**config.mk**
```make
export PLATFORM = sky130hd
export DESIGN_NAME = rst_cause_ctrl
export DESIGN_NICKNAME = d
export VERILOG_FILES = /design/src/rtl/rstc_pkg.sv /design/src/rtl/rstc_oneshot.sv /design/src/rtl/rstc_cause.sv /design/src/rtl/rst_cause_ctrl.sv
export SDC_FILE = /design/constraint.sdc
export NUM_CORES = 1
export LEC_CHECK = 0
export ABC_AREA = 1
export BUFFER_PORTS_ARGS = -buffer_cell sky130_fd_sc_hd__buf_2
export CAP_MARGIN = 20
export CORE_ASPECT_RATIO = 1.25
export CORE_MARGIN = 2
export CORE_UTILIZATION = 25
export DETAILED_ROUTE_END_ITERATION = 7
export HOLD_SLACK_MARGIN = 0.15
export PLACE_DENSITY_LB_ADDON = 0.05
export SLEW_MARGIN = 20
export SYNTH_ARGS = -nofsm -noshare
export SYNTH_HDL_FRONTEND = slang
export SYNTH_SLANG_ARGS = --single-unit
```
**constraint.sdc**
```tcl
create_clock -name clk -period 1.11 [get_ports clk]
set_input_delay 0.111 -clock clk [delete_from_list [all_inputs] [get_ports clk]]
set_output_delay 0.111 -clock clk [all_outputs]
set_load 0.02 [all_outputs]
```
**src/rtl/rstc_pkg.sv**
```systemverilog
package rstc_pkg;
    localparam int DW      = 32;
    localparam int AW      = 2;
    localparam int KEY_W   = 16;
    localparam int CAUSE_W = 12;
    localparam int OS_N    = 3;

    typedef enum logic [AW-1:0] {
        RA_CAUSE   = 2'd0,
        RA_ONESHOT = 2'd1,
        RA_PERIPH  = 2'd2,
        RA_PORKEY  = 2'd3
    } reg_addr_e;

    // cause flag positions (decoded by software)
    localparam int CF_POR    = 0;
    localparam int CF_PIN    = 1;
    localparam int CF_WDT    = 2;
    localparam int CF_LVR    = 3;
    localparam int CF_BOD    = 4;
    localparam int CF_SYSREQ = 5;
    localparam int CF_CPU    = 7;
    localparam int CF_HFAULT = 11;

    localparam logic [CAUSE_W-1:0] CAUSE_MASK  = 12'h8BF;
    localparam logic [CAUSE_W-1:0] CAUSE_RESET = 12'h001;

    // one-shot positions
    localparam int OS_CHIP = 0;
    localparam int OS_CORE = 1;
    localparam int OS_DMA  = 2;

    localparam logic [DW-1:0] PERIPH_MASK = 32'h5611_111E;
endpackage

```
**src/rtl/rstc_oneshot.sv**
```systemverilog
module rstc_oneshot #(
    parameter int HOLD = 2
) (
    input  logic clk,
    input  logic rst_n,
    input  logic clr,
    input  logic start,
    output logic active_o
);
    localparam int CW = (HOLD > 1) ? $clog2(HOLD) : 1;

    typedef struct packed {
        logic          act;
        logic [CW-1:0] cnt;
    } os_t;

    os_t s_d, s_q;

    always_comb begin
        s_d = s_q;
        if (clr) begin
            s_d = '0;
        end else if (s_q.act) begin
            if (s_q.cnt == '0) begin
                s_d.act = 1'b0;
            end else begin
                s_d.cnt = s_q.cnt - 1'b1;
            end
        end else if (start) begin
            s_d.act = 1'b1;
            s_d.cnt = CW'(HOLD - 1);
        end
    end

    always_ff @(posedge clk or negedge rst_n) begin
        if (!rst_n) s_q <= '0;
        else        s_q <= s_d;
    end

    assign active_o = s_q.act;
endmodule

```
**src/rtl/rstc_cause.sv**
```systemverilog
module rstc_cause
    import rstc_pkg::*;
(
    input  logic               clk,
    input  logic               rst_n,
    input  logic               clr_all,
    input  logic [CAUSE_W-1:0] set_i,
    input  logic [CAUSE_W-1:0] w1c_i,
    output logic [CAUSE_W-1:0] flags_o
);
    logic [CAUSE_W-1:0] flags_d, flags_q;

    always_comb begin
        if (clr_all) flags_d = CAUSE_RESET;
        else         flags_d = ((flags_q & ~w1c_i) | set_i) & CAUSE_MASK;
    end

    always_ff @(posedge clk or negedge rst_n) begin
        if (!rst_n) flags_q <= CAUSE_RESET;
        else        flags_q <= flags_d;
    end

    assign flags_o = flags_q;
endmodule

```
**src/rtl/rst_cause_ctrl.sv**
```systemverilog
module rst_cause_ctrl
    import rstc_pkg::*;
#(
    parameter int               ONESHOT_HOLD = 2,
    parameter logic [KEY_W-1:0] POR_OFF_KEY  = 16'h5AA5
) (
    input  logic          clk,
    input  logic          rst_n,
    input  logic          bus_we,
    input  logic [AW-1:0] bus_addr,
    input  logic [DW-1:0] bus_wdata,
    output logic [DW-1:0] bus_rdata,
    input  logic          wr_allow,
    input  logic          ev_por,
    input  logic          ev_pin,
    input  logic          ev_wdt,
    input  logic          ev_lvr,
    input  logic          ev_bod,
    input  logic          ev_sysreq,
    input  logic          ev_hfault,
    input  logic          ev_dbg,
    output logic          chip_rst_o,
    output logic          core_rst_o,
    output logic          dma_rst_o,
    output logic [DW-1:0] periph_rst_o,
    output logic          por_off_o
);
    typedef struct packed {
        logic [KEY_W-1:0] key;
        logic [DW-1:0]    periph;
    } ctl_t;

    ctl_t ctl_d, ctl_q;

    reg_addr_e          sel;
    logic               wr_os, wr_cause, wr_periph, wr_key, rearm;
    logic [OS_N-1:0]    os_act, os_start;
    logic [CAUSE_W-1:0] set_v, w1c_v, cause_flags;
    logic [KEY_W-1:0]   key_val;

    assign sel       = reg_addr_e'(bus_addr);
    assign wr_os     = bus_we && (sel == RA_ONESHOT) && wr_allow;
    assign wr_key    = bus_we && (sel == RA_PORKEY) && wr_allow;
    assign wr_cause  = bus_we && (sel == RA_CAUSE);
    assign wr_periph = bus_we && (sel == RA_PERIPH);

    for (genvar i = 0; i < OS_N; i++) begin : g_os
        assign os_start[i] = wr_os && bus_wdata[i] && !os_act[i];
        rstc_oneshot #(.HOLD(ONESHOT_HOLD)) i_os (
            .clk      (clk),
            .rst_n    (rst_n),
            .clr      (ev_por),
            .start    (os_start[i]),
            .active_o (os_act[i])
        );
    end

    always_comb begin
        set_v            = '0;
        set_v[CF_POR]    = os_start[OS_CHIP];
        set_v[CF_PIN]    = ev_pin;
        set_v[CF_WDT]    = ev_wdt;
        set_v[CF_LVR]    = ev_lvr;
        set_v[CF_BOD]    = ev_bod;
        set_v[CF_SYSREQ] = ev_sysreq;
        set_v[CF_CPU]    = os_start[OS_CORE];
        set_v[CF_HFAULT] = ev_hfault;
        w1c_v            = wr_cause ? bus_wdata[CAUSE_W-1:0] : '0;
    end

    rstc_cause i_cause (
        .clk     (clk),
        .rst_n   (rst_n),
        .clr_all (ev_por),
        .set_i   (set_v),
        .w1c_i   (w1c_v),
        .flags_o (cause_flags)
    );

    assign rearm = ev_pin | ev_wdt | ev_lvr | ev_bod | ev_dbg | os_start[OS_CHIP];

    always_comb begin
        ctl_d = ctl_q;
        if (ev_por) begin
            ctl_d = '0;
        end else begin
            if (rearm)       ctl_d.key = '0;
            else if (wr_key) ctl_d.key = bus_wdata[KEY_W-1:0];
            if (wr_periph)   ctl_d.periph = bus_wdata & PERIPH_MASK;
        end
    end

    always_ff @(posedge clk or negedge rst_n) begin
        if (!rst_n) ctl_q <= '0;
        else        ctl_q <= ctl_d;
    end

    always_comb begin
        bus_rdata = '0;
        unique case (sel)
            RA_CAUSE:   bus_rdata[CAUSE_W-1:0] = cause_flags;
            RA_ONESHOT: bus_rdata[OS_N-1:0]    = os_act;
            RA_PERIPH:  bus_rdata              = ctl_q.periph;
            RA_PORKEY:  bus_rdata[KEY_W-1:0]   = ctl_q.key;
            default:    bus_rdata              = '0;
        endcase
    end

    assign key_val      = ctl_q.key;
    assign chip_rst_o   = os_act[OS_CHIP];
    assign core_rst_o   = os_act[OS_CORE];
    assign dma_rst_o    = os_act[OS_DMA];
    assign periph_rst_o = ctl_q.periph;
    assign por_off_o    = (ctl_q.key == POR_OFF_KEY);
endmodule

```
==> results.json, run 1 <==
{
  "status": "complete, but fails checks",
  "synth_edf_count": 0,
  "hold_class": "in2reg",
  "crit_slowest_cell": "dfrtp_1",
  "fmax_ghz": 0.757,
  "multiInputGateArea_um2": 1110,
  "power.density_nw_per_um2": 1050,
  "grt_pass1_wl_um": 12000,
  "r2r-end": "key_val[4]",
  "cp.required_ps": 1000,
  "track_usage_pct": 14.4,
  "core-area_um2": 9610,
  "ff2ff_path_depth": 4,
  "final_cells": 579,
  "hold_violations": 0,
  "startpoint": "key_val[8]",
  "drt-pass1-iter-count": 4,
  "finalCritPeriodShare_pct": 119,
  "post-dp-hpwl_um": 5620,
  "yosysTopAreaCell": "dfrtp_1",
  "regArea_um2": 1050,
  "reg2reg_slack_ps": 120,
  "nFillCells": 1065,
  "grt_pass1_vias": 2417,
  "cts_buffer_depth": 2,
  "cts_tree": "done",
  "ys_ff_latch": 42,
  "cts_buffers": 5,
  "slew_viol_final": 0,
  "synthArstFlopShare_pct": 100,
  "layout-drive-gt1-share_pct": 34.9,
  "post-place-ws_ps": -1.15,
  "initial_core_util_pct": 25.7,
  "cts_sinks": 42,
  "slowest_delay_ps": 400,
  "routed-via-count": 2369,
  "fin_nets": 498,
  "critPathKind": "reg2out",
  "synth_ff_type": "dfrtp_1",
  "rsz0062_at_grt": "true",
  "crit_path_end": "por_off_o",
  "gp_congestion": 0.800,
  "drt_iter0_drc": 101,
  "yosysMostFrequentCell": "nand2_1",
  "dieHeight_um": 115,
  "synthTopCellsByArea": "dfrtp_1, nand2_1, buf_4, inv_1, nor2_1",
  "antennaDiodeCount": 0,
  "dp.cells": 549,
  "viasPerCell": 4.09,
  "clock-root-buffer": "clkbuf_16",
  "path_max_fanout": 2,
  "die_w_um": 92.9,
  "crit_arrival_ps": 1210,
  "gr-total-overflow": 0,
  "rr_startpoint": "g_os[0].i_os.active_o",
  "htreeDepth": 2,
  "clk_latency_ps": 280,
  "violations": "setup timing",
  "min_from": "bus_wdata[14]",
  "setup-violations-final": 7,
  "grt_max_degree": 26,
  "ys_seq_area_share_pct": 42.6,
  "routedWlPerCell_um": 12.8,
  "fin_hold_ws_ps": 154,
  "routed_wirelength_um": 7390,
  "synth_warnings": 0,
  "skew_ps": 1.54,
  "crit_chain": "nor3_2 > nand2_1 > nor3_2 > buf_4",
  "cellLeakagePower_nw": 1.87,
  "layout_min_cycle_time_ps": 1320,
  "critPathCaptureType": "output port",
  "setup_slack_ps": -211,
  "die_area_um2": 10700,
  "synth_area_um2": 2470,
  "portBuffers": 73,
  "syn_area_per_cell_um2": 7.46,
  "synthToLayoutAreaGrowth_pct": 46.1,
  "final_antenna_net_count": 0,
  "startpoint_type": "flop",
  "io_pins": 114,
  "peakVddDrop_v": 0.000591,
  "syn_inst": 331,
  "drc_errors": 0,
  "ys_top_cells_by_count": "nand2_1, inv_1, dfrtp_1, nor2_1, buf_4",
  "rows": 40,
  "drv_cap": 0,
  "yosysTopAreaCellShare_pct": 41.6,
  "synth_cell_types": 28,
  "antenna_found_initial": 0,
  "cp_common_cell": "nor3_2",
  "clk_pin_slew_ps": 60
}
==> per-stage QoR <==
stage	setup TNS, ps	power (mW)	util [%]	area (um2)
floorplan	0	2.05	-	2580
global placement	0	2.24	31.7	3040
detailed placement	-1.15	2.24	31.7	3040
CTS	-1150	3.85	36.2	3480
global route	-1340	3.99	37.5	3610
finish	-867	3.79	37.5	3610
==> worst min-delay path by stage <==
stage / end / cells past startpoint
2_1_floorplan: g_os[0].i_os.active_o / 0
3_3_place_gp: i_cause.flags_o[1] / 1
3_5_place_dp: i_cause.flags_o[2] / 1
4_1_cts: key_val[14] / 5
5_1_grt: key_val[9] / 5
6_report: key_val[14] / 5
==> cells in the final DEF, fill, tap and decap left out, types with 2 or more instances in the layout <==
cell type,n
nor3_2,2
nor2_1,30
nor2_2,3
conb_1,30
nand2_1,68
o21ai_1,6
dfrtp_1,41
o21ai_0,13
inv_1,47
a21oi_1,13
buf_6,15
o21ai_2,3
buf_2,54
nand4_1,2
clkbuf_16,5
dlygate4sd3_1,18
buf_4,36
nor2_4,5
nand2_2,6
nand3_1,23
inv_2,12
nand2_4,5
nor3_1,2
clkinv_2,2
o221ai_2,3
==> state kept, by name (all words and copies together) (netlist names) <==
| signal | flops |
|---|---|
| periph_rst_o | 12 |
| i_cause.flags_o | 8 |
| g_os.i_os.s_q | 3 |
| key_val | 16 |
| g_os.i_os.active_o | 3 |
==> power breakdown <==
| part | total (mW) | internal (mW) | leakage, nW | switching, mW |
|---|---|---|---|---|
| Sequential | 1.61 | 1.58 | 0.567 | 0.0264 |
| Clock | 1.49 | 0.893 | 0.0739 | 0.598 |
| Combinational | 0.696 | 0.253 | 1.23 | 0.443 |
| Total | 3.79 | 2.73 | 1.87 | 1.07 |
==> worst max-delay path, delay by kind of cell, from the launching register on <==
kind,cells,cell delay [ps]
AND/OR/NAND/NOR,3,370
flip-flops,1,400
buffers and inverters,1,170
==> cell families (layout without fill, tap and decap cells) <==
logic type	after synthesis	after routing	share of synthesized area, %
and+or+nand+nor	147	147	26.9
other	1	30	0.152
AOI/OAI and AO/OA	41	41	9.12
DFF	42	42	42.6
buffers and inverters	100	193	21.2
==> per-layer routing <==
layer / global-route usage, % / share of wire [%] / up-vias
li1: - / - / 1198
met1: 18.1 / 43 / 1104
met2: 25.7 / 52 / 65
met3: 2.36 / 4.1 / 2
met4: 3.53 / 0.58 / 0
met5: 0 / 0 / -
==> final cells by class <==
| type | instances | area share [%] |
|---|---|---|
| Timing Repair Buffer | 124 | 25.2 |
| Sequential cell | 42 | 29.2 |
| Multi-Input combinational cell | 218 | 30.8 |
| Inverter | 61 | 6.38 |
| Clock buffer | 7 | 3.95 |
| Tap cell | 126 | 4.37 |
| Clock inverter | 1 | 0.139 |
==> repair_timing <==
item | 4_1_cts | 5_1_grt
resized for setup | 40 | 31
endpoints found under the setup margin | 13 | 19
pin swaps | 7 | 6
hold buffers | 18 | 0
hold endpoints to repair | 54 | 0
setup buffers | 0 | 6
No activity file was read; power rests on OpenSTA's default activity.
==> run 2, diff against run 1 <==
Settings changed: PLACE_DENSITY from default to 0.52, PLACE_DENSITY_LB_ADDON 0.05 to default.
Clock period 1.11 ns to 1.6 ns, I/O delays scaled along.
==> results.json, run 2 (synthesized netlist as in run 1, its figures left out) <==
{
  "die_w_um": 92.9,
  "final_cells": 546,
  "regArea_um2": 1050,
  "antennaDiodeCount": 0,
  "cts_setup_buffers": 0,
  "switchingPower_mw": 0.704,
  "hold_violations": 0,
  "drt_iter0_drc": 163,
  "clock-root-buffer": "clkbuf_16",
  "rsz0062_at_grt": "false",
  "startpoint_type": "flop",
  "cellLeakagePower_nw": 1.66,
  "power.density_nw_per_um2": 852,
  "gr-total-overflow": 0,
  "htreeDepth": 2,
  "path_max_fanout": 3,
  "cts_sinks": 42,
  "crit_path_end": "por_off_o",
  "routed_wirelength_um": 6650,
  "core-area_um2": 9610,
  "fin_nets": 465,
  "layout-drive-gt1-share_pct": 24.5,
  "cp_common_cell": "nand2_1",
  "startpoint": "key_val[2]",
  "drv_cap": 0,
  "routedWlPerCell_um": 12.2,
  "cp.required_ps": 1440,
  "crit_slowest_cell": "dfrtp_1",
  "fmax_ghz": 0.703,
  "cts_buffer_depth": 2,
  "final_cell_area_um2": 3180,
  "status": "finished clean",
  "slew_viol_final": 0,
  "initial_core_util_pct": 25.7,
  "final_cell_mix": "nand2_1, buf_2, inv_1",
  "peakVddDrop_v": 0.000434,
  "ff2ff_path_depth": 4,
  "r2r-end": "key_val[12]",
  "clk_latency_ps": 280,
  "post-dp-hpwl_um": 4920,
  "slowest_delay_ps": 380,
  "finalCritPeriodShare_pct": 88.9,
  "setup-violations-final": 0,
  "final_antenna_net_count": 0,
  "nFillCells": 1085,
  "grt_max_degree": 43,
  "worstSetupPathDepth": 5,
  "dp.cells": 524,
  "portBuffers": 73,
  "antenna_found_initial": 0,
  "synthToLayoutAreaGrowth_pct": 28.6,
  "die_area_um2": 10700,
  "rr_startpoint": "g_os[0].i_os.active_o",
  "crit_buf_inv": 1,
  "cp_top_family": "simple AND/OR/NAND/NOR gates",
  "reg2reg_slack_ps": 580,
  "crit_arrival_ps": 1260,
  "grt_pass1_wl_um": 10800,
  "viasPerCell": 4.15,
  "layout_min_cycle_time_ps": 1420,
  "p_seq_share_pct": 41.1,
  "dieHeight_um": 115,
  "cts_tree": "done",
  "placed_area_um2": 2850,
  "track_usage_pct": 12.7,
  "p_clk_share_pct": 43.7,
  "cts_buffers": 5,
  "multiInputGateArea_um2": 1010,
  "gp_congestion": 0.826,
  "p_sw_share_pct": 26.0,
  "drt-pass1-iter-count": 4,
  "skew_ps": 4.37,
  "clk_pin_slew_ps": 60,
  "grt_pass1_vias": 2207,
  "critPathCaptureType": "output port",
  "power_frac_comb_pct": 15.2,
  "hold_class": "in2reg",
  "fin_setup_tns_ps": 0,
  "routed-via-count": 2264,
  "drc_errors": 0,
  "largest_reg_flops": 16,
  "internal-power_mw": 2.00,
  "rows": 40,
  "io_pins": 114,
  "worstHoldPathCells": 3,
  "critPathKind": "reg2out",
  "crit_chain": "nand2_1 > nor3_1 > nand2_1 > nor3_2 > buf_4"
}
## run 2: cell count changes in the layout (fill, tap and decap cells not counted), moves of 10 or more
cell | previous run | this run
inv_1 | 47 | 57
buf_6 | 15 | 0
inv_2 | 12 | 2
buf_2 | 54 | 72
buf_4 | 36 | 4
## run 2: worst reg2reg max path: cells and delay by family, from the launching register on
kind | cells | cell delay (ps)
simple gates | 3 | 390
buf+inv | 1 | 140
flops | 1 | 390
## run 2: what timing repair did
item	CTS	global route
hold buffers	14	0
resized for setup	0	3
hold endpoints to repair	55	0
setup endpoints to repair	0	14
## run 2: final cells by class
cell class | instances | area share (%)
multi-input cells | 218 | 31.9
clock inverters | 1 | 0.946
repair buffers | 91 | 17.3
clock buffers | 7 | 4.49
flip-flops and latches | 42 | 33.1
well taps | 126 | 4.96
inverters | 61 | 7.25
## run 2: metal layers
metal,GRT usage [%],share of wire [%],vias up
met5,0,0,-
met4,4.51,1.7,0
met3,1.70,4.0,8
met2,21.6,51,73
met1,16.5,43,1051
li1,-,-,1132
## run 2: how the worst min path moves through the flow
stage | from | endpoint | slack [ps]
floorplan | rst_n | g_os[0].i_os.active_o | -140
global placement | rst_n | periph_rst_o[16] | 160
detailed placement | rst_n | periph_rst_o[16] | 160
CTS | ev_bod | i_cause.flags_o[4] | 150
global route | ev_bod | i_cause.flags_o[4] | 170
finish | ev_bod | i_cause.flags_o[4] | 150
## run 2: power by group through the flow
stage	logic [mW]	clock network (mW)	registers, mW
finish	0.412	1.18	1.11
global route	0.457	1.25	1.12
CTS	0.416	1.21	1.11
detailed placement	0.389	0	1.13
global placement	0.387	0	1.13
floorplan	0.270	0	1.15
## run 2: through the flow
step	utilization [%]	worst slack (ps)	hold slack, ps	power [mW]
6_report	33.0	177	152	2.71
3_5_place_dp	29.7	311	157	1.52
5_1_grt	33.0	58.5	170	2.82
4_1_cts	32.9	57.8	155	2.74
2_1_floorplan	-	376	-136	1.42
3_3_place_gp	29.7	340	155	1.52
==> run 3, diff against run 2 <==
Settings changed: CTS_BUF_LIST from default to sky130_fd_sc_hd__clkbuf_4 sky130_fd_sc_hd__clkbuf_8 sky130_fd_sc_hd__clkbuf_16.
==> results.json, run 3 (synthesized netlist as in run 1, its figures left out) <==
{
  "fin_setup_tns_ps": 0,
  "gr-total-overflow": 0,
  "fin_nets": 465,
  "routed_wirelength_um": 6630,
  "final_antenna_net_count": 0,
  "routed-via-count": 2263,
  "rsz0062_at_grt": "false",
  "path_max_fanout": 3,
  "clock-root-buffer": "clkbuf_16",
  "skew_ps": 4.74,
  "cts_sinks": 42,
  "portBuffers": 73,
  "worstHoldPathCells": 3,
  "dieHeight_um": 115,
  "cellLeakagePower_nw": 1.66,
  "synthToLayoutAreaGrowth_pct": 28.8,
  "antenna_found_initial": 0,
  "layout_min_cycle_time_ps": 1410,
  "drv_cap": 0,
  "largest_reg_flops": 16,
  "die_w_um": 92.9,
  "hold_violations": 0,
  "final_cells": 546,
  "slew_viol_final": 0,
  "setup-violations-final": 0,
  "clk_pin_slew_ps": 60,
  "rows": 40,
  "critPathCaptureType": "output port",
  "status": "finished clean",
  "viasPerCell": 4.14,
  "track_usage_pct": 12.7,
  "fin_total_pwr_mw": 2.73,
  "die_area_um2": 10700,
  "reg2reg_slack_ps": 580,
  "power.density_nw_per_um2": 857,
  "ff2ff_path_depth": 4,
  "dp.cells": 524,
  "clk_latency_ps": 280,
  "core-area_um2": 9610,
  "crit_arrival_ps": 1250,
  "layout-drive-gt1-share_pct": 24.8,
  "final_cell_area_um2": 3180,
  "drt-pass1-iter-count": 4,
  "startpoint_type": "flop",
  "antennaDiodeCount": 0,
  "drc_errors": 0,
  "fmax_ghz": 0.708,
  "gp_congestion": 0.826,
  "hold_class": "in2reg",
  "grt_pass1_wl_um": 10800,
  "drt_iter0_drc": 185,
  "final_cell_mix": "nand2_1, buf_2, inv_1",
  "routedWlPerCell_um": 12.1,
  "finalCritPeriodShare_pct": 88.3,
  "peakVddDrop_v": 0.000431,
  "htreeDepth": 2,
  "initial_core_util_pct": 25.7,
  "cp.required_ps": 1440,
  "post-dp-hpwl_um": 4920,
  "io_pins": 114,
  "grt_max_degree": 43,
  "grt_pass1_vias": 2213,
  "cts_buffers": 5,
  "placed_area_um2": 2850,
  "cts_buffer_depth": 2,
  "critPathKind": "reg2out",
  "cts_tree": "done"
}
## run 3: layout make-up
cell class,count,area (um2)
fillers,1087,6430
flip-flops and latches,42,1050
multi-input cells,218,1010
repair buffers,91,551
inverters,61,230
well taps,126,158
clock buffers,7,146
clock inverters,1,30.0
## run 3: metrics by stage
step	hold WS [ps]	setup slack [ps]	utilization, %
after floorplan	-136	376	-
after global placement	155	340	29.7
after detailed placement	157	311	29.7
after CTS	155	57.8	33.0
after global routing	170	57.1	33.1
final	152	187	33.1
## run 3: what timing repair did
action | in CTS | in global routing
buffers inserted | 0 | 0
setup endpoints to repair | 0 | 14
hold endpoints to repair | 55 | 0
hold buffers | 14 | 0
resized for setup | 0 | 3
## run 3: worst paths after layout
path / start / end
min reg2reg: i_cause.flags_o[0] / i_cause.flags_o[0]
min in group asynchronous: rst_n / periph_rst_o[25]
max in group asynchronous: rst_n / i_cause.flags_o[0]
min: ev_bod / i_cause.flags_o[4]
max: key_val[2] / por_off_o
max reg2reg: g_os[0].i_os.active_o / key_val[12]
## run 3: critical path: stages, from the launching register on
cell     delay (ps)
dfrtp_1         380
nand2_1          80
nor3_1          130
nand2_1          90
nor3_2          130
buf_4           170
## run 3: where the power goes
part / leakage (nW) / total [mW] / switching, mW / internal [mW]
Sequential: 0.567 / 1.11 / 0.0170 / 1.10
Combinational: 1.01 / 0.412 / 0.284 / 0.127
Clock: 0.0875 / 1.20 / 0.405 / 0.797
Total: 1.66 / 2.73 / 0.706 / 2.02
## run 3: layer usage
metal  wire [um]  global-route usage (%)  up-vias
met1        2890                    16.6     1051
met5           0                       0        -
met4         129                    4.51        0
li1            -                       -     1133
met3         242                    1.70        9
met2        3370                    21.6       70
